===== src/rtl/ea_pkg.sv =====
package ea_pkg;

    typedef enum logic [2:0] {
        OP_RESOLVE = 3'd0,
        OP_DECJMP  = 3'd1,
        OP_AUGMENT = 3'd2,
        OP_LDACC   = 3'd3,
        OP_LDMEM   = 3'd4
    } ea_op_e;

    typedef enum logic [1:0] {
        ST_IDLE = 2'd0,
        ST_IND  = 2'd1,
        ST_LDM  = 2'd2
    } ea_state_e;

    localparam logic [2:0] VAR_DIRECT   = 3'b000;
    localparam logic [2:0] VAR_INDIRECT = 3'b111;

endpackage


===== src/rtl/ea_variant_dec.sv =====
module ea_variant_dec #(
    parameter int SELW = 3
) (
    input  logic [2:0]      vcode,
    output logic            is_ind,
    output logic            has_idx,
    output logic [SELW-1:0] sel
);
    import ea_pkg::*;

    always_comb begin
        is_ind  = (vcode == VAR_INDIRECT);
        has_idx = (vcode != VAR_DIRECT) && (vcode != VAR_INDIRECT);
        sel     = SELW'(vcode - 3'd1);
    end
endmodule


===== src/rtl/ea_addr_adder.sv =====
module ea_addr_adder #(
    parameter int AW = 15
) (
    input  logic [AW-1:0] opa,
    input  logic [AW-1:0] opb,
    output logic [AW-1:0] sum,
    output logic          zero
);
    always_comb begin
        sum  = opa + opb;
        zero = (sum == '0);
    end
endmodule


===== src/rtl/ea_index_file.sv =====
module ea_index_file #(
    parameter int AW   = 15,
    parameter int NIDX = 6,
    parameter int SELW = 3
) (
    input  logic            clk,
    input  logic            rst_n,
    input  logic            rd_en,
    input  logic [SELW-1:0] rd_sel,
    output logic [AW-1:0]   rd_data,
    input  logic            wr_en,
    input  logic [SELW-1:0] wr_sel,
    input  logic [AW-1:0]   wr_data
);
    logic [AW-1:0] regs_q [NIDX];

    for (genvar g = 0; g < NIDX; g++) begin : g_reg
        logic [AW-1:0] reg_d;
        always_comb begin
            reg_d = regs_q[g];
            if (wr_en && (wr_sel == SELW'(g))) begin
                reg_d = wr_data;
            end
        end
        always_ff @(posedge clk) begin
            if (!rst_n) begin
                regs_q[g] <= '0;
            end else begin
                regs_q[g] <= reg_d;
            end
        end
    end

    always_comb begin
        rd_data = '0;
        for (int i = 0; i < NIDX; i++) begin
            if (rd_en && (rd_sel == SELW'(i))) begin
                rd_data = regs_q[i];
            end
        end
    end

    // a write never targets a register outside the file
    a_r11_write_in_range: assert property (@(posedge clk) disable iff (!rst_n)
        wr_en |-> (int'(wr_sel) < NIDX));
endmodule


===== src/rtl/ea_unit.sv =====
module ea_unit #(
    parameter int WW   = 24,
    parameter int AW   = 15,
    parameter int NIDX = 6
) (
    input  logic          clk,
    input  logic          rst_n,
    input  logic          req_valid,
    input  logic [2:0]    req_op,
    input  logic [WW-1:0] req_word,
    input  logic [AW-1:0] acc_in,
    output logic          mem_rd_en,
    output logic [AW-1:0] mem_rd_addr,
    input  logic          mem_rd_valid,
    input  logic [WW-1:0] mem_rd_data,
    output logic          busy,
    output logic          done,
    output logic [AW-1:0] ea,
    output logic          take
);
    import ea_pkg::*;

    localparam int SELW = $clog2(NIDX);
    localparam int VLO  = AW;
    localparam int VHI  = AW + 2;

    typedef struct packed {
        ea_state_e     st;
        logic [AW-1:0] ptr;
        logic [SELW-1:0] tsel;
        logic          done;
        logic [AW-1:0] ea;
        logic          take;
    } ctl_t;

    localparam ctl_t CTL_RST = '{st: ST_IDLE, ptr: '0, tsel: '0,
                                 done: 1'b0, ea: '0, take: 1'b0};

    ctl_t cq, cd;

    logic [AW-1:0]   i_addr, m_addr;
    logic            i_ind, i_has, m_ind, m_has;
    logic [SELW-1:0] i_sel, m_sel;
    logic            rd_en;
    logic [SELW-1:0] rd_sel;
    logic [AW-1:0]   rd_data;
    logic            wr_en;
    logic [SELW-1:0] wr_sel;
    logic [AW-1:0]   wr_data;
    logic [AW-1:0]   add_b, add_sum;
    logic            add_zero;
    logic            accept;
    logic            unused_bits;

    assign i_addr      = req_word[AW-1:0];
    assign m_addr      = mem_rd_data[AW-1:0];
    assign unused_bits = ^{req_word[WW-1:VHI+1], mem_rd_data[WW-4:AW]};

    ea_variant_dec #(.SELW(SELW)) u_idec (
        .vcode(req_word[VHI:VLO]), .is_ind(i_ind), .has_idx(i_has), .sel(i_sel)
    );

    ea_variant_dec #(.SELW(SELW)) u_mdec (
        .vcode(mem_rd_data[WW-1:WW-3]), .is_ind(m_ind), .has_idx(m_has), .sel(m_sel)
    );

    ea_index_file #(.AW(AW), .NIDX(NIDX), .SELW(SELW)) u_xfile (
        .clk(clk), .rst_n(rst_n),
        .rd_en(rd_en), .rd_sel(rd_sel), .rd_data(rd_data),
        .wr_en(wr_en), .wr_sel(wr_sel), .wr_data(wr_data)
    );

    ea_addr_adder #(.AW(AW)) u_add (
        .opa(rd_data), .opb(add_b), .sum(add_sum), .zero(add_zero)
    );

    // read select and second adder operand
    always_comb begin
        if (cq.st == ST_IDLE) begin
            rd_en  = i_has;
            rd_sel = i_sel;
            add_b  = (req_op == OP_DECJMP) ? '1 : i_addr;
        end else begin
            rd_en  = m_has;
            rd_sel = m_sel;
            add_b  = m_addr;
        end
    end

    assign accept = req_valid && (cq.st == ST_IDLE);

    always_comb begin
        cd      = cq;
        cd.done = 1'b0;
        cd.take = 1'b0;
        wr_en   = 1'b0;
        wr_sel  = i_sel;
        wr_data = add_sum;
        unique case (cq.st)
            ST_IDLE: begin
                if (accept) begin
                    cd.ea = i_addr;
                    case (req_op)
                        OP_RESOLVE: begin
                            if (i_ind) begin
                                cd.st  = ST_IND;
                                cd.ptr = i_addr;
                            end else begin
                                cd.done = 1'b1;
                                cd.ea   = add_sum;
                            end
                        end
                        OP_DECJMP: begin
                            cd.done = 1'b1;
                            wr_en   = i_has;
                            cd.take = i_has && !add_zero;
                        end
                        OP_AUGMENT: begin
                            cd.done = 1'b1;
                            wr_en   = i_has;
                        end
                        OP_LDACC: begin
                            cd.done = 1'b1;
                            wr_en   = i_has;
                            wr_data = acc_in;
                        end
                        OP_LDMEM: begin
                            if (i_has) begin
                                cd.st   = ST_LDM;
                                cd.ptr  = i_addr;
                                cd.tsel = i_sel;
                            end else begin
                                cd.done = 1'b1;
                            end
                        end
                        default: cd.done = 1'b1;
                    endcase
                end
            end
            ST_IND: begin
                if (mem_rd_valid) begin
                    if (m_ind) begin
                        cd.ptr = m_addr;
                    end else begin
                        cd.st   = ST_IDLE;
                        cd.done = 1'b1;
                        cd.ea   = add_sum;
                    end
                end
            end
            ST_LDM: begin
                if (mem_rd_valid) begin
                    wr_en   = 1'b1;
                    wr_sel  = cq.tsel;
                    wr_data = m_addr;
                    cd.st   = ST_IDLE;
                    cd.done = 1'b1;
                    cd.ea   = cq.ptr;
                end
            end
            default: cd = CTL_RST;
        endcase
    end

    always_ff @(posedge clk) begin
        if (!rst_n) begin
            cq <= CTL_RST;
        end else begin
            cq <= cd;
        end
    end

    assign busy        = (cq.st != ST_IDLE);
    assign mem_rd_en   = busy;
    assign mem_rd_addr = cq.ptr;
    assign done        = cq.done;
    assign ea          = cq.ea;
    assign take        = cq.take;

    // an unanswered read keeps its request and address
    a_r5_hold_read: assert property (@(posedge clk) disable iff (!rst_n)
        (mem_rd_en && !mem_rd_valid) |=> (mem_rd_en && $stable(mem_rd_addr)));

    // completion is only reported once the unit is idle again
    a_r6_done_not_busy: assert property (@(posedge clk) disable iff (!rst_n)
        busy |-> !done);

    // a completion always follows an accepted request or a read return
    a_r2_done_cause: assert property (@(posedge clk) disable iff (!rst_n)
        done |-> ($past(req_valid && !busy) || $past(mem_rd_valid)));

    // branch flag only alongside completion
    a_r11_take_with_done: assert property (@(posedge clk) disable iff (!rst_n)
        take |-> done);

    // read data only arrives for a read that was requested
    a_r4_valid_after_req: assert property (@(posedge clk) disable iff (!rst_n)
        mem_rd_valid |-> $past(mem_rd_en));
endmodule


===== config.mk =====
export PLATFORM = sky130hd
export DESIGN_NAME = ea_unit
export DESIGN_NICKNAME = d
export VERILOG_FILES = /design/src/rtl/ea_pkg.sv /design/src/rtl/ea_variant_dec.sv /design/src/rtl/ea_addr_adder.sv /design/src/rtl/ea_index_file.sv /design/src/rtl/ea_unit.sv
export SDC_FILE = /design/constraint.sdc
export NUM_CORES = 1
export LEC_CHECK = 0
export CAP_MARGIN = 15
export CORE_MARGIN = 4
export CORE_UTILIZATION = 40
export DETAILED_ROUTE_END_ITERATION = 16
export DONT_BUFFER_PORTS = 1
export PLACE_DENSITY = 0.59
export REMOVE_ABC_BUFFERS = 1
export SLEW_MARGIN = 15
export SYNTH_ARGS = -nofsm -noshare
export SYNTH_HDL_FRONTEND = slang
export SYNTH_SLANG_ARGS = --single-unit

===== constraint.sdc =====
create_clock -name clk -period 6.9 [get_ports clk]
set_input_delay 0.69 -clock clk [delete_from_list [all_inputs] [get_ports clk]]
set_output_delay 0.69 -clock clk [all_outputs]
set_load 0.02 [all_outputs]

# [Word-level counts from Yosys, hierarchy flattened]
# Memories as Yosys holds them, arrays and structs flattened.
# Cells that the tools add are included.
[word_totals] regBits=37 ram_bits=90 in_bits=70 output_inout_bits=34 elab_cells=135 memories=1
[memory_table] name="u_xfile.regs_q" depth=6 word_bits=15 read_ports=6 rd_clocked_by_memory_dff=0 write_ports=6 line="ea_index_file.sv:15" text="logic [AW-1:0] regs_q [NIDX];"
[op_classes] addsub=3 n_eq_ne=30 mux=55 n_bitwise=8 reduce_logical=32
[op_table] op="$mux W15" n=25
[op_table] op="$mux W16" n=4
[op_table] op="$pmux W16 S3" n=1
[op_table] op="$pmux W15 S3" n=1
[op_table] op="$mux W37" n=1
[op_table] op="$mux W17" n=2
[op_table] op="$pmux W17 S2" n=1
[op_table] op="$pmux W15 S2" n=1
[op_table] op="$eq A3 B3 Y1 const B" n=7
[op_table] op="$mux W20" n=1
[op_table] op="$eq A3 B2 Y1 const B" n=6
[op_table] op="$logic_and A1 B1 Y1" n=16
[op_table] op="$add A15 B15 Y15" n=1
[op_table] op="$logic_not A15 Y1" n=1
[op_table] op="$reduce_and A7 Y1" n=2
[op_table] op="$mux W3" n=4
[op_table] op="$ne A2 B2 Y1 const B" n=6
[op_table] op="$ne A3 B3 Y1 const B" n=4
[op_table] op="$reduce_and A4 Y1" n=3
[op_table] op="$eq A3 B1 Y1 const B" n=3
[op_table] op="$logic_not A3 Y1" n=3
[op_table] op="$mux W1" n=8
[op_table] op="$or A1 B1 Y1" n=6
[op_table] op="$pmux W2 S3" n=1
[op_table] op="other kinds (15)" n=20

# [Depth between registers and ports, before layout]
# Gate-level depths: netlist (run 1).
[depth] depth_word=17 ltp_mapped=19 mapped_depth_nobuf=17

# [Cells and area by module]
# From an unflattened synthesis (run 1), not the netlist that was laid out.
[unflattened] cells_unflattened=937 hier_area_um2=7643.6
[modules_own_cells] module="ea_index_file" n_inst=1 cells_each=527 area_per_inst_um2=4129.0 seq_area_each_um2=1801.7
[modules_own_cells] module="ea_unit" n_inst=1 cells_each=302 area_per_inst_um2=2680.1 seq_area_each_um2=740.7
[modules_own_cells] module="ea_addr_adder" n_inst=1 cells_each=90 area_per_inst_um2=684.4 seq_area_each_um2=0.0
[modules_own_cells] module="ea_variant_dec" n_inst=2 cells_each=9 area_per_inst_um2=75.1 seq_area_each_um2=0.0

# [Worst setup path after synthesis (run 1)]
# No wires, ideal clock.
[synth_path] kind="register to register" startpoint="reg cq[35] (netlist bit)" endpoint="mem u_xfile.regs_q[2][10], in the netlist u_xfile.regs_q[1][10]" t_arrival_ns=4.695 slack_ns=2.055 path_stages_with_launch=19 path_cell_list="dfxtp_1 -> inv_1 -> ha_1 -> buf_2 -> mux2i_1 -> clkbuf_1 -> buf_2 -> mux2i_1 -> o22ai_1 -> a221o_1 -> ha_1 -> fa_1 -> a211oi_1 -> o21ai_1 -> o211ai_1 -> xor2_1 -> inv_1 -> a222oi_1 -> a211oi_1"
[synth_rtl] element="start: declaration" line="ea_unit.sv:39" text="ctl_t cq, cd;"
[synth_rtl] element="start signal: assignment" line="ea_unit.sv:167" text="cq <= CTL_RST;"
[synth_rtl] element="start signal: assignment" line="ea_unit.sv:169" text="cq <= cd;"
[synth_rtl] element="end: declaration" line="ea_index_file.sv:15"

==> results_dict.tcl, run 1 <==
set metrics [dict create \
    grt_overflow_total 0 \
    cts_num_sinks 127 \
    cts_buffers 17 \
    cts-root-buf "sky130_fd_sc_hd__clkbuf_16" \
    finalWeightedCongestion 0.951 \
    run_status "finished, final reports clean" \
    hold_class "in2reg" \
    timing.setup.tns_ps 0 \
    portBuffers 0 \
    post-synth-top-area-cell "sky130_fd_sc_hd__dfxtp_1" \
    wire_length_of_the_first_global_routing_pass_um 35300 \
    worst_setup_hold_path_clk_slew_ps 60 \
    cp_data_arrival_time_ps 6010 \
    iteration_count_of_the_initial_detailed_routing_pass 5 \
    rsz0062_at_grt "false" \
    hold_path.startpoint "req_op[1]" \
    htree_levels 4 \
    cap_violations 0 \
    period_minus_slack_ps 5770 \
    worstHoldPathCells 1 \
    number_of_synthesized_flops_with_an_enable_pin 0 \
    worst_pin_slew_ps 1190 \
    netlist_top_cells_area "sky130_fd_sc_hd__dfxtp_1 36%, sky130_fd_sc_hd__a211oi_1 9.9%, sky130_fd_sc_hd__nor2_1 7.0%, sky130_fd_sc_hd__mux2i_1 4.8%, sky130_fd_sc_hd__ha_1 4.2%" \
    synthesis.area_mm2 0.00712 \
    crit-reg2reg-launch "cq[35]$_SDFFE_PN0P_" \
    area_growth_syn_to_layout_pct 8.19 \
    dr.first_iter.drc_count 655 \
    regToRegSetupSlack_ps 1130 \
    yosysTopAreaCellShare 0.357 \
    dp_hpwl_um 15300 \
    irDropWorstVdd_mv 0.138 \
    cts_tree "yes" \
    clkLatencyLatePin_ps 420 \
    clock_path_buffers 2 \
    worstSetupPathType "reg2reg" \
    timing.critical_path.fanout_max 17 \
    powerDensity_mw_per_mm2 260 \
    route.vias.total 6460 \
    grt_antenna_before_repair 2 \
    worst_clk_skew_ps 10.5 \
    yosys_warnings 0 \
    async_reset_ff_frac 0 \
    hold_viol_final 0 \
    relSlewSlack 0.209 \
    drcViolationCount 0 \
    setup_viol_count_final 0 \
    ys_dominant_reg_cell "sky130_fd_sc_hd__dfxtp_1" \
    final.hold.worst_slack_ps 341 \
    post_cts_resize_count 0 \
    timing.critical_path.to_type "flop" \
    finish.net_count 867 \
    syn_inst_count 831 \
    drv_slew 0 \
    synth_seq_cells 127 \
    drt_wl_total_um 22400 \
    cts_hold_buffers 0 \
    via_count_of_the_first_global_routing_pass 6250 \
    final_antenna_net_count 0 \
    n_antenna_cell 0 \
    start_kind "flop" \
    die_width_um 141 \
    timing.hold.worst_endpoint "take$_SDFF_PN0_" \
    grt_max_degree 109 \
    cellLeakagePower_nw 2.66 \
    grt_usage 0.225 \
    worst_path_largest_cell_delay_ps 870 \
    timing.reg2reg.worst_path_depth 15 \
    cp.required_ps 7140 \
    floorplan_die_area_mm2 0.0200 \
    final.period_utilization 0.836 \
    crit_chain "inv_1, ha_1, mux2i_4, a211oi_2, buf_4, a221o_1, ha_1, fa_1, a211oi_1, o21ai_1, o211ai_1, xor2_1, inv_1, a222oi_1, a211oi_1" \
    cts_setup_buffers 0 \
    vias_per_cell 6.40 \
    std_cell_rows 48 \
    mean_cell_area_of_the_mapped_netlist_um2 8.57 \
    core_ar_mm2 0.0174 \
    start_util 0.410 \
    max_freq_ghz 0.173 \
    synth_sequential_area_ratio 0.357 \
    critPathSlowestCell "sky130_fd_sc_hd__mux2i_4" \
    ios 104 \
    timing.rr.end "u_xfile.regs_q[2][25]$_SDFFE_PN0P_" \
    cpLargestDelayFamily "compound AO/OA/AOI/OAI gates" \
    wl_per_cell_um 22.2 \
    netlist-cell-type-count 69 \
    path_buf_inv 3 \
    height_of_the_chip_um 141 \
    drive_above_1_share 0.0880 \
]
state kept, by name, summed over array words and instances (netlist names):
register / cells
take: 1
cq: 5
done: 1
u_xfile.regs_q: 90
ea: 15
mem_rd_addr: 15
how the worst max path moves through the flow:
stage,slack [ps],end,depth (start not counted),startpoint
6_report,1130,u_xfile.regs_q[2][25]$_SDFFE_PN0P_,15,cq[35]$_SDFFE_PN0P_
5_1_grt,810,u_xfile.regs_q[1][27]$_SDFFE_PN0P_,15,cq[35]$_SDFFE_PN0P_
4_1_cts,1200,u_xfile.regs_q[2][25]$_SDFFE_PN0P_,15,cq[35]$_SDFFE_PN0P_
3_5_place_dp,1280,u_xfile.regs_q[2][25]$_SDFFE_PN0P_,15,cq[35]$_SDFFE_PN0P_
3_3_place_gp,1390,u_xfile.regs_q[1][10]$_SDFFE_PN0P_,15,cq[35]$_SDFFE_PN0P_
2_1_floorplan,90,u_xfile.regs_q[1][10]$_SDFFE_PN0P_,14,cq[35]$_SDFFE_PN0P_
synth_stat cells, types with 2 or more instances:
master	instances
sky130_fd_sc_hd__o22ai_1	16
sky130_fd_sc_hd__o21ai_1	11
sky130_fd_sc_hd__a31oi_1	7
sky130_fd_sc_hd__xnor2_1	9
sky130_fd_sc_hd__nor2_1	133
sky130_fd_sc_hd__a221o_1	14
sky130_fd_sc_hd__a211oi_2	3
sky130_fd_sc_hd__or3_1	8
sky130_fd_sc_hd__nand3_1	6
sky130_fd_sc_hd__a22oi_1	23
sky130_fd_sc_hd__a211oi_1	94
sky130_fd_sc_hd__xor2_1	3
sky130_fd_sc_hd__clkbuf_1	57
sky130_fd_sc_hd__nand2b_1	4
sky130_fd_sc_hd__o21a_1	3
sky130_fd_sc_hd__nand4_1	3
sky130_fd_sc_hd__and2_1	2
sky130_fd_sc_hd__a22o_1	2
sky130_fd_sc_hd__dfxtp_1	127
sky130_fd_sc_hd__a31o_2	2
sky130_fd_sc_hd__o21bai_1	3
sky130_fd_sc_hd__a222oi_1	19
sky130_fd_sc_hd__ha_1	24
sky130_fd_sc_hd__buf_2	5
sky130_fd_sc_hd__a311oi_1	3
sky130_fd_sc_hd__nand3b_1	5
sky130_fd_sc_hd__mux2i_1	34
sky130_fd_sc_hd__o21ai_0	17
sky130_fd_sc_hd__a21o_1	6
sky130_fd_sc_hd__inv_1	16
sky130_fd_sc_hd__o221ai_1	2
sky130_fd_sc_hd__nor3_1	9
sky130_fd_sc_hd__o211ai_1	3
sky130_fd_sc_hd__a2111oi_0	2
sky130_fd_sc_hd__o22a_1	14
sky130_fd_sc_hd__nor4_1	2
sky130_fd_sc_hd__nand2_1	33
sky130_fd_sc_hd__a32oi_1	3
sky130_fd_sc_hd__buf_4	31
sky130_fd_sc_hd__o221a_1	6
sky130_fd_sc_hd__a2111o_1	2
sky130_fd_sc_hd__and3_1	3
sky130_fd_sc_hd__a21oi_1	36
placed cells by master (no fill, tap or decap), types with 4 or more instances in the layout:
master,synthesis,layout
sky130_fd_sc_hd__xnor2_1,9,9
sky130_fd_sc_hd__a222oi_1,19,19
sky130_fd_sc_hd__a21o_1,6,6
sky130_fd_sc_hd__a31oi_1,7,7
sky130_fd_sc_hd__nor2_1,133,128
sky130_fd_sc_hd__clkbuf_16,0,17
sky130_fd_sc_hd__o21ai_1,11,12
sky130_fd_sc_hd__nand3_1,6,6
sky130_fd_sc_hd__nor2_2,0,5
sky130_fd_sc_hd__buf_4,31,17
sky130_fd_sc_hd__o22ai_1,16,16
sky130_fd_sc_hd__nand2b_1,4,4
sky130_fd_sc_hd__o221a_1,6,6
sky130_fd_sc_hd__dfxtp_1,127,127
sky130_fd_sc_hd__nand2_1,33,33
sky130_fd_sc_hd__a21oi_1,36,35
sky130_fd_sc_hd__nor3_1,9,9
sky130_fd_sc_hd__clkbuf_8,0,4
sky130_fd_sc_hd__ha_1,24,24
sky130_fd_sc_hd__nand3b_1,5,5
sky130_fd_sc_hd__a211oi_1,94,94
sky130_fd_sc_hd__inv_1,16,15
sky130_fd_sc_hd__o21ai_0,17,16
sky130_fd_sc_hd__a221o_1,14,14
sky130_fd_sc_hd__mux2i_1,34,33
sky130_fd_sc_hd__o22a_1,14,14
sky130_fd_sc_hd__or3_1,8,8
sky130_fd_sc_hd__a22oi_1,23,23
where the power goes:
| part | leakage (nW) | total [W] | internal, W | switching, W |
|---|---|---|---|---|
| sequential | 1.03 | 0.000791 | 0.000758 | 0.0000334 |
| clock | 0.300 | 0.000933 | 0.000606 | 0.000327 |
| combinational | 1.33 | 0.000280 | 0.0000979 | 0.000182 |
through the flow:
step | power [W] | instance area (um2) | utilization | instances | setup slack (ps)
after floorplan | 0.00100 | 6640 | - | 736 | 91.0
after global placement | 0.00107 | 7090 | 0.408 | 978 | 1390
after detailed placement | 0.00108 | 7090 | 0.408 | 978 | 1280
after CTS | 0.00201 | 7700 | 0.444 | 1009 | 1200
after global routing | 0.00208 | 7700 | 0.444 | 1009 | 810
final | 0.00200 | 7700 | 0.444 | 1009 | 1130
metal layers:
layer	vias to the layer above	GRT usage	routed length (um)
met5	-	0	40
met4	4	0.117	957
met3	69	0.0522	1700
met2	285	0.367	10700
met1	3094	0.278	9010
li1	3008	-	-
final cells by class:
cell class                 instances  area, um2
sequential                       127       2540
tap                              225        282
timing repair buffer              17        128
inverter                          17       65.1
clock buffer                      23        488
fill                            1644       9650
clock inverter                     8        129
multi-input combinational        592       4070
logic make-up (layout without fill, tap and decap cells):
group	count (synthesis)	after routing	synth area share
AO/OA/AOI/OAI	301	301	0.320
XOR/XNOR	13	13	0.0170
adder cells (fa/ha/maj)	25	25	0.0450
buffers and inverters	112	65	0.0773
flip-flops	127	127	0.357
multiplexers	36	36	0.0513
AND/OR/NAND/NOR	217	217	0.132
Power figures use the tool's default switching activity.
==> run 2, diff against run 1 <==
Settings changed: PLACE_DENSITY 0.59 to 0.61.
Clock period 6.9 ns to 5.3 ns, I/O delays scaled along.
==> run 2 against run 1 <==
Effect of this change: total power is 27% higher; sequential share of layout area fell by 0.35 points; register-to-register slack got worse by 540 ps; wire length is 1.3% lower; first-iteration DRC count up 4.4%; clock power increased by 22%; non-clock buffer count is 18 higher; design area grew 1.1%; flip-flop and latch count is the same; largest power group unchanged.
==> results_dict.tcl, run 2 (synthesis results as in run 1) <==
set metrics [dict create \
    run_status "finished, final reports clean" \
    clock_path_buffers 2 \
    power_switching_w 0.000731 \
    mostFrequentLayoutCells "128 x sky130_fd_sc_hd__nor2_1, 127 x sky130_fd_sc_hd__dfxtp_1, 94 x sky130_fd_sc_hd__a211oi_1" \
    wl_met3_um 1780 \
    seq_power_share 0.404 \
    multiInputGateArea_mm2 0.00406 \
    area_growth_syn_to_layout_pct 9.35 \
    regArea_mm2 0.00254 \
    drcViolationCount 0 \
    iteration_count_of_the_initial_detailed_routing_pass 6 \
    cap_violations 0 \
    start_kind "flop" \
    hold_viol_final 0 \
    hold_class "in2reg" \
    n_antenna_cell 0 \
    cp.required_ps 5670 \
    wl_met2_um 10500 \
    wl_per_cell_um 21.5 \
    drv_slew 0 \
    worst_clk_skew_ps 7.84 \
    start_util 0.410 \
    worst_setup_hold_path_clk_slew_ps 60 \
    die_width_um 141 \
    post_cts_resize_count 0 \
    switching_share_of_total_power 0.287 \
    power_frac_clock 0.445 \
    setup_viol_count_final 0 \
    final_common_cell "sky130_fd_sc_hd__nor2_1" \
    portBuffers 0 \
    regMostFlops "u_xfile.regs_q" \
    route.vias.total 6316 \
    std_cell_rows 48 \
    timing.critical_path.fanout_max 7 \
    cell_internal_pwr_w 0.00182 \
    regToRegSetupSlack_ps 590 \
    final.hold.worst_slack_ps 170 \
    cts_buffers 17 \
    wire_length_of_the_first_global_routing_pass_um 35000 \
    max_freq_ghz 0.212 \
    cp_data_arrival_time_ps 5080 \
    relSlewSlack 0.321 \
    grt_max_degree 79 \
    instances_no_fill 1028 \
    wl_met1_um 9460 \
    flip_flop_count_of_the_largest_register_all_copies_and_words_added 90 \
    finish.net_count 885 \
    p_total_w 0.00255 \
    final.period_utilization 0.888 \
    cts_setup_buffers 0 \
    placed_cell_count 996 \
    cts-root-buf "sky130_fd_sc_hd__clkbuf_16" \
    htree_levels 4 \
    final_util 0.449 \
    irDropWorstVdd_mv 0.243 \
    floorplan_die_area_mm2 0.0200 \
    drt_wl_total_um 22200 \
    core_ar_mm2 0.0174 \
    cts_tree "yes" \
    rsz0062_at_grt "false" \
    fillerInstances 1678 \
    via_count_of_the_first_global_routing_pass 5914 \
    postPlaceCellArea_mm2 0.00722 \
    ios 104 \
    uppermost_metal_layer_occupied_by_signal_nets "met5" \
    worst_pin_slew_ps 1020 \
    final_antenna_net_count 0 \
    powerDensity_mw_per_mm2 327 \
    stdcell_area_mm2 0.00779 \
    worstSetupPathType "reg2reg" \
    gate_power_share 0.151 \
    cellLeakagePower_nw 2.72 \
    finalWeightedCongestion 0.879 \
    cts_hold_buffers 0 \
    height_of_the_chip_um 141 \
    dp_hpwl_um 15500 \
    clkLatencyLatePin_ps 430 \
    dr.first_iter.drc_count 684 \
    grt_usage 0.223 \
    drive_above_1_share 0.112 \
    cts_num_sinks 127 \
    vias_per_cell 6.14 \
    timing.critical_path.to_type "flop" \
    grt_antenna_before_repair 1 \
    grt_overflow_total 0 \
    period_minus_slack_ps 4710 \
]
## run 2: area by class of cell
type / instances / area share
clock buffers: 17 / 0.0546
clock inverters: 15 / 0.0188
inverters: 17 / 0.00835
multi-input cells: 592 / 0.522
flip-flops and latches: 127 / 0.326
well taps: 225 / 0.0362
repair buffers: 35 / 0.0337
## run 2: final timing paths
| check | depth (start not counted) | startpoint | end |
|---|---|---|---|
| min | 1 | req_op[1] | take$_SDFF_PN0_ |
| min reg2reg | 2 | u_xfile.regs_q[0][24]$_SDFFE_PN0P_ | u_xfile.regs_q[0][24]$_SDFFE_PN0P_ |
| max reg2reg | 17 | cq[36]$_SDFFE_PN0P_ | u_xfile.regs_q[1][29]$_SDFFE_PN0P_ |
| max | 17 | cq[36]$_SDFFE_PN0P_ | u_xfile.regs_q[1][29]$_SDFFE_PN0P_ |
## run 2: worst max-delay path, stage by stage (launching register included)
cell	delay [ps]
sky130_fd_sc_hd__dfxtp_1	390
sky130_fd_sc_hd__inv_1	80
sky130_fd_sc_hd__ha_1	270
sky130_fd_sc_hd__inv_2	90
sky130_fd_sc_hd__mux2_2	370
sky130_fd_sc_hd__a21bo_4	270
sky130_fd_sc_hd__o22ai_1	110
sky130_fd_sc_hd__a221o_1	290
sky130_fd_sc_hd__ha_1	260
sky130_fd_sc_hd__fa_1	500
sky130_fd_sc_hd__a211oi_1	300
sky130_fd_sc_hd__o21ai_1	190
sky130_fd_sc_hd__o211ai_1	330
sky130_fd_sc_hd__o21ai_1	170
sky130_fd_sc_hd__a31o_2	300
sky130_fd_sc_hd__nand2b_1	150
sky130_fd_sc_hd__mux2i_2	340
sky130_fd_sc_hd__o221a_1	250
## run 2: routing by layer
| layer | vias to the layer above | track usage |
|---|---|---|
| li1 | 3047 | - |
| met5 | - | 0 |
| met2 | 281 | 0.362 |
| met3 | 33 | 0.0455 |
| met1 | 2953 | 0.299 |
| met4 | 2 | 0.0682 |
## run 2: power by group through the flow
| stage | Combinational [W] | Clock (W) | Sequential (W) |
|---|---|---|---|
| floorplan | 0.000263 | 0 | 0.00104 |
| global placement | 0.000376 | 0 | 0.00105 |
| detailed placement | 0.000377 | 0 | 0.00105 |
| CTS | 0.000379 | 0.00114 | 0.00103 |
| global route | 0.000422 | 0.00119 | 0.00103 |
| finish | 0.000384 | 0.00114 | 0.00103 |
## run 2: metrics by stage
step	TNS [ps]	worst slack (ps)
after global routing	0	226
after floorplan	-114900	-1510
after global placement	0	440
after CTS	0	588
final	0	593
after detailed placement	0	474
==> run 3, diff against run 2 <==
Settings changed: SYNTH_HIERARCHICAL from default to 1.
==> run 3 against run 2 <==
Effect of this change: sequential share of layout area shrank 0.99 points; flip-flop and latch count is the same; clock skew is 1.2 ps lower; worst hold slack better by 84 ps; register-to-register slack lost 130 ps; critical path depth unchanged; design area up 3.1%; area after synthesis is 7.3% higher; critical endpoint is now take$_SDFF_PN0_.
==> results_dict.tcl, run 3 <==
set metrics [dict create \
    run_status "finished, final reports clean" \
    clock_path_buffers 2 \
    ys_top_cells_by_count "255 x sky130_fd_sc_hd__nand2_1, 127 x sky130_fd_sc_hd__dfxtp_1, 72 x sky130_fd_sc_hd__a21boi_0" \
    timing.critical_path.to_type "flop" \
    hold_viol_final 0 \
    wire_length_of_the_first_global_routing_pass_um 32800 \
    grt_antenna_before_repair 0 \
    switching_share_of_total_power 0.302 \
    max_freq_ghz 0.207 \
    cts_tree "yes" \
    final_util 0.428 \
    worst_clk_skew_ps 6.66 \
    start_kind "flop" \
    flip_flop_count_of_the_largest_register_all_copies_and_words_added 90 \
    yosys.cell_count.top_type "sky130_fd_sc_hd__nand2_1" \
    final_antenna_net_count 0 \
    compound_cell_area_share_of_the_yosys_netlist 0.301 \
    mostFrequentLayoutCells "255 x sky130_fd_sc_hd__nand2_1, 127 x sky130_fd_sc_hd__dfxtp_1, 72 x sky130_fd_sc_hd__a21boi_0" \
    floorplan_die_area_mm2 0.0214 \
    cell_internal_pwr_w 0.00177 \
    cts_buffers 17 \
    power_frac_clock 0.415 \
    core_ar_mm2 0.0188 \
    async_reset_ff_frac 0 \
    gate_power_share 0.192 \
    worst_pin_slew_ps 1230 \
    hold_class "in2reg" \
    cellLeakagePower_nw 2.96 \
    wl_per_cell_um 18.2 \
    portBuffers 0 \
    ys_dominant_reg_cell "sky130_fd_sc_hd__dfxtp_1" \
    clkLatencyLatePin_ps 420 \
    finish.net_count 967 \
    start_util 0.407 \
    drt_wl_total_um 20400 \
    synthAdderAreaFrac 0.0419 \
    dp_hpwl_um 14800 \
    setup_viol_count_final 0 \
    period_minus_slack_ps 4840 \
    syn_inst_count 937 \
    worstSetupPathType "reg2reg" \
    post_synth_and_or_nand_nor_area_fraction 0.190 \
    main_combinational_cell_family_by_area_after_synthesis "compound AO/OA/AOI/OAI gates" \
    synthXorXnorAreaFrac 0.0149 \
    die_width_um 146 \
    finalWeightedCongestion 0.878 \
    relSlewSlack 0.178 \
    n_antenna_cell 0 \
    final.period_utilization 0.913 \
    grt_usage 0.189 \
    grt_max_degree 134 \
    timing.critical_path.fanout_max 11 \
    std_cell_rows 50 \
    post-synth-top-area-cell "sky130_fd_sc_hd__dfxtp_1" \
    final_common_cell "sky130_fd_sc_hd__nand2_1" \
    area_growth_syn_to_layout_pct 5.07 \
    netlist-cell-type-count 78 \
    via_count_of_the_first_global_routing_pass 5973 \
    cts_num_sinks 127 \
    synth_seq_cells 127 \
    drv_slew 0 \
    final.hold.worst_slack_ps 254 \
    cap_violations 0 \
    seq_power_share 0.393 \
    cp_data_arrival_time_ps 5150 \
    postPlaceCellArea_mm2 0.00750 \
    height_of_the_chip_um 146 \
    cts_hold_buffers 0 \
    number_of_synthesized_flops_with_an_enable_pin 0 \
    mean_cell_area_of_the_mapped_netlist_um2 8.16 \
    dr.first_iter.drc_count 531 \
    netlist_top_cells_area "sky130_fd_sc_hd__dfxtp_1 33%, sky130_fd_sc_hd__nand2_1 13%, sky130_fd_sc_hd__a21boi_0 7.1%, sky130_fd_sc_hd__ha_1 3.9%, sky130_fd_sc_hd__a21boi_1 3.4%" \
    htree_levels 4 \
    worst_setup_hold_path_clk_slew_ps 50 \
    regMostFlops "u_xfile/regs_q" \
    power_switching_w 0.000768 \
    stdcell_area_mm2 0.00803 \
    grt_overflow_total 0 \
    fillerInstances 1882 \
    timing.setup.tns_ps 0 \
    ios 104 \
    yosys_warnings 6 \
    rsz0062_at_grt "false" \
    synth.mux.area_fraction 0.0380 \
    irDropWorstVdd_mv 0.166 \
    p_total_w 0.00254 \
    vias_per_cell 5.75 \
    route.vias.total 6424 \
    synthesis.area_mm2 0.00764 \
    cp.required_ps 5610 \
    yosysTopAreaCellShare 0.333 \
    cts-root-buf "sky130_fd_sc_hd__clkbuf_16" \
    drive_above_1_share 0.0871 \
    drcViolationCount 0 \
    powerDensity_mw_per_mm2 316 \
    iteration_count_of_the_initial_detailed_routing_pass 5 \
    synth_sequential_area_ratio 0.333 \
]
## run 3: changes by cell type in the layout (fill, tap and decap cells not counted), sizes merged, moves of 12 or more
| cell | previous run | this run |
|---|---|---|
| a211oi | 97 | 3 |
| a21boi | 0 | 107 |
| a22o | 2 | 16 |
| buf | 35 | 17 |
| mux2i | 35 | 23 |
| nand2 | 33 | 255 |
| nor2 | 133 | 10 |
| o21ai | 28 | 10 |
| o22ai | 16 | 2 |
| o2bb2ai | 0 | 15 |
## run 3: power groups by stage
stage | Sequential, W | Combinational, W | Clock, W
after floorplan | 0.00102 | 0.000337 | 0
after detailed placement | 0.00102 | 0.000474 | 0
final | 0.000999 | 0.000486 | 0.00105
after global placement | 0.00102 | 0.000475 | 0
after global routing | 0.00100 | 0.000528 | 0.00111
after CTS | 0.000999 | 0.000477 | 0.00107
## run 3: repair_timing
item,CTS,global route
buffers inserted,0,0
setup endpoints to repair,0,7
resized for setup,0,1
## run 3: layout make-up
type | instances | area, um2 | share of cell area
multi-input cells | 693 | 4480 | 0.557
flip-flops and latches | 127 | 2540 | 0.317
clock buffers | 18 | 439 | 0.0547
well taps | 234 | 293 | 0.0365
repair buffers | 17 | 128 | 0.0159
clock inverters | 13 | 92.6 | 0.0115
inverters | 16 | 60.1 | 0.00748
## run 3: final timing paths
| path | start | end | slack (ps) | depth (start not counted) |
|---|---|---|---|---|
| setup reg to reg | cq[35]$_SDFFE_PN0P_ | take$_SDFF_PN0_ | 460 | 17 |
| hold / removal | req_valid | done$_SDFF_PN0_ | 250 | 2 |
| hold reg to reg | u_xfile/regs_q[1][6]$_SDFFE_PN0P_ | u_xfile/regs_q[1][6]$_SDFFE_PN0P_ | 450 | 2 |
| setup / recovery | cq[35]$_SDFFE_PN0P_ | take$_SDFF_PN0_ | 460 | 17 |
## run 3: per-layer routing
layer | GRT usage | vias to the layer above | routed length, um
li1 | - | 3177 | -
met1 | 0.256 | 3033 | 9650
met2 | 0.300 | 191 | 9130
met3 | 0.0416 | 23 | 1350
met4 | 0.0583 | 0 | 268
met5 | 0 | - | 0
## run 3: cell families after synthesis
| kind of cell | count (synthesis) |
|---|---|
| compound gates | 302 |
| fa+ha+maj | 25 |
| flops | 127 |
| buf+inv | 117 |
| xor+xnor | 13 |
| simple gates | 325 |
| mux | 28 |
## run 3: worst max-delay path, stage by stage, from the launching register on
cell and delay [ps]:
sky130_fd_sc_hd__dfxtp_1 340, sky130_fd_sc_hd__inv_1 90, sky130_fd_sc_hd__ha_1 320, sky130_fd_sc_hd__mux2_2 450, sky130_fd_sc_hd__nor2b_1 180, sky130_fd_sc_hd__buf_4 190, sky130_fd_sc_hd__a22oi_1 210, sky130_fd_sc_hd__a2bb2oi_1 270
sky130_fd_sc_hd__o211ai_1 220, sky130_fd_sc_hd__fa_1 500, sky130_fd_sc_hd__a21o_1 230, sky130_fd_sc_hd__a21oi_2 150, sky130_fd_sc_hd__xnor2_1 110, sky130_fd_sc_hd__or3_1 390, sky130_fd_sc_hd__or4_1 400, sky130_fd_sc_hd__nor4_1 360
sky130_fd_sc_hd__and4bb_1 270, sky130_fd_sc_hd__nor4b_1 60
## run 3: stage by stage
step	cells	worst slack (ps)
after detailed placement	1087	157
after global placement	1087	178
after CTS	1118	256
after global routing	1118	48.1
after floorplan	836	515
final	1118	459
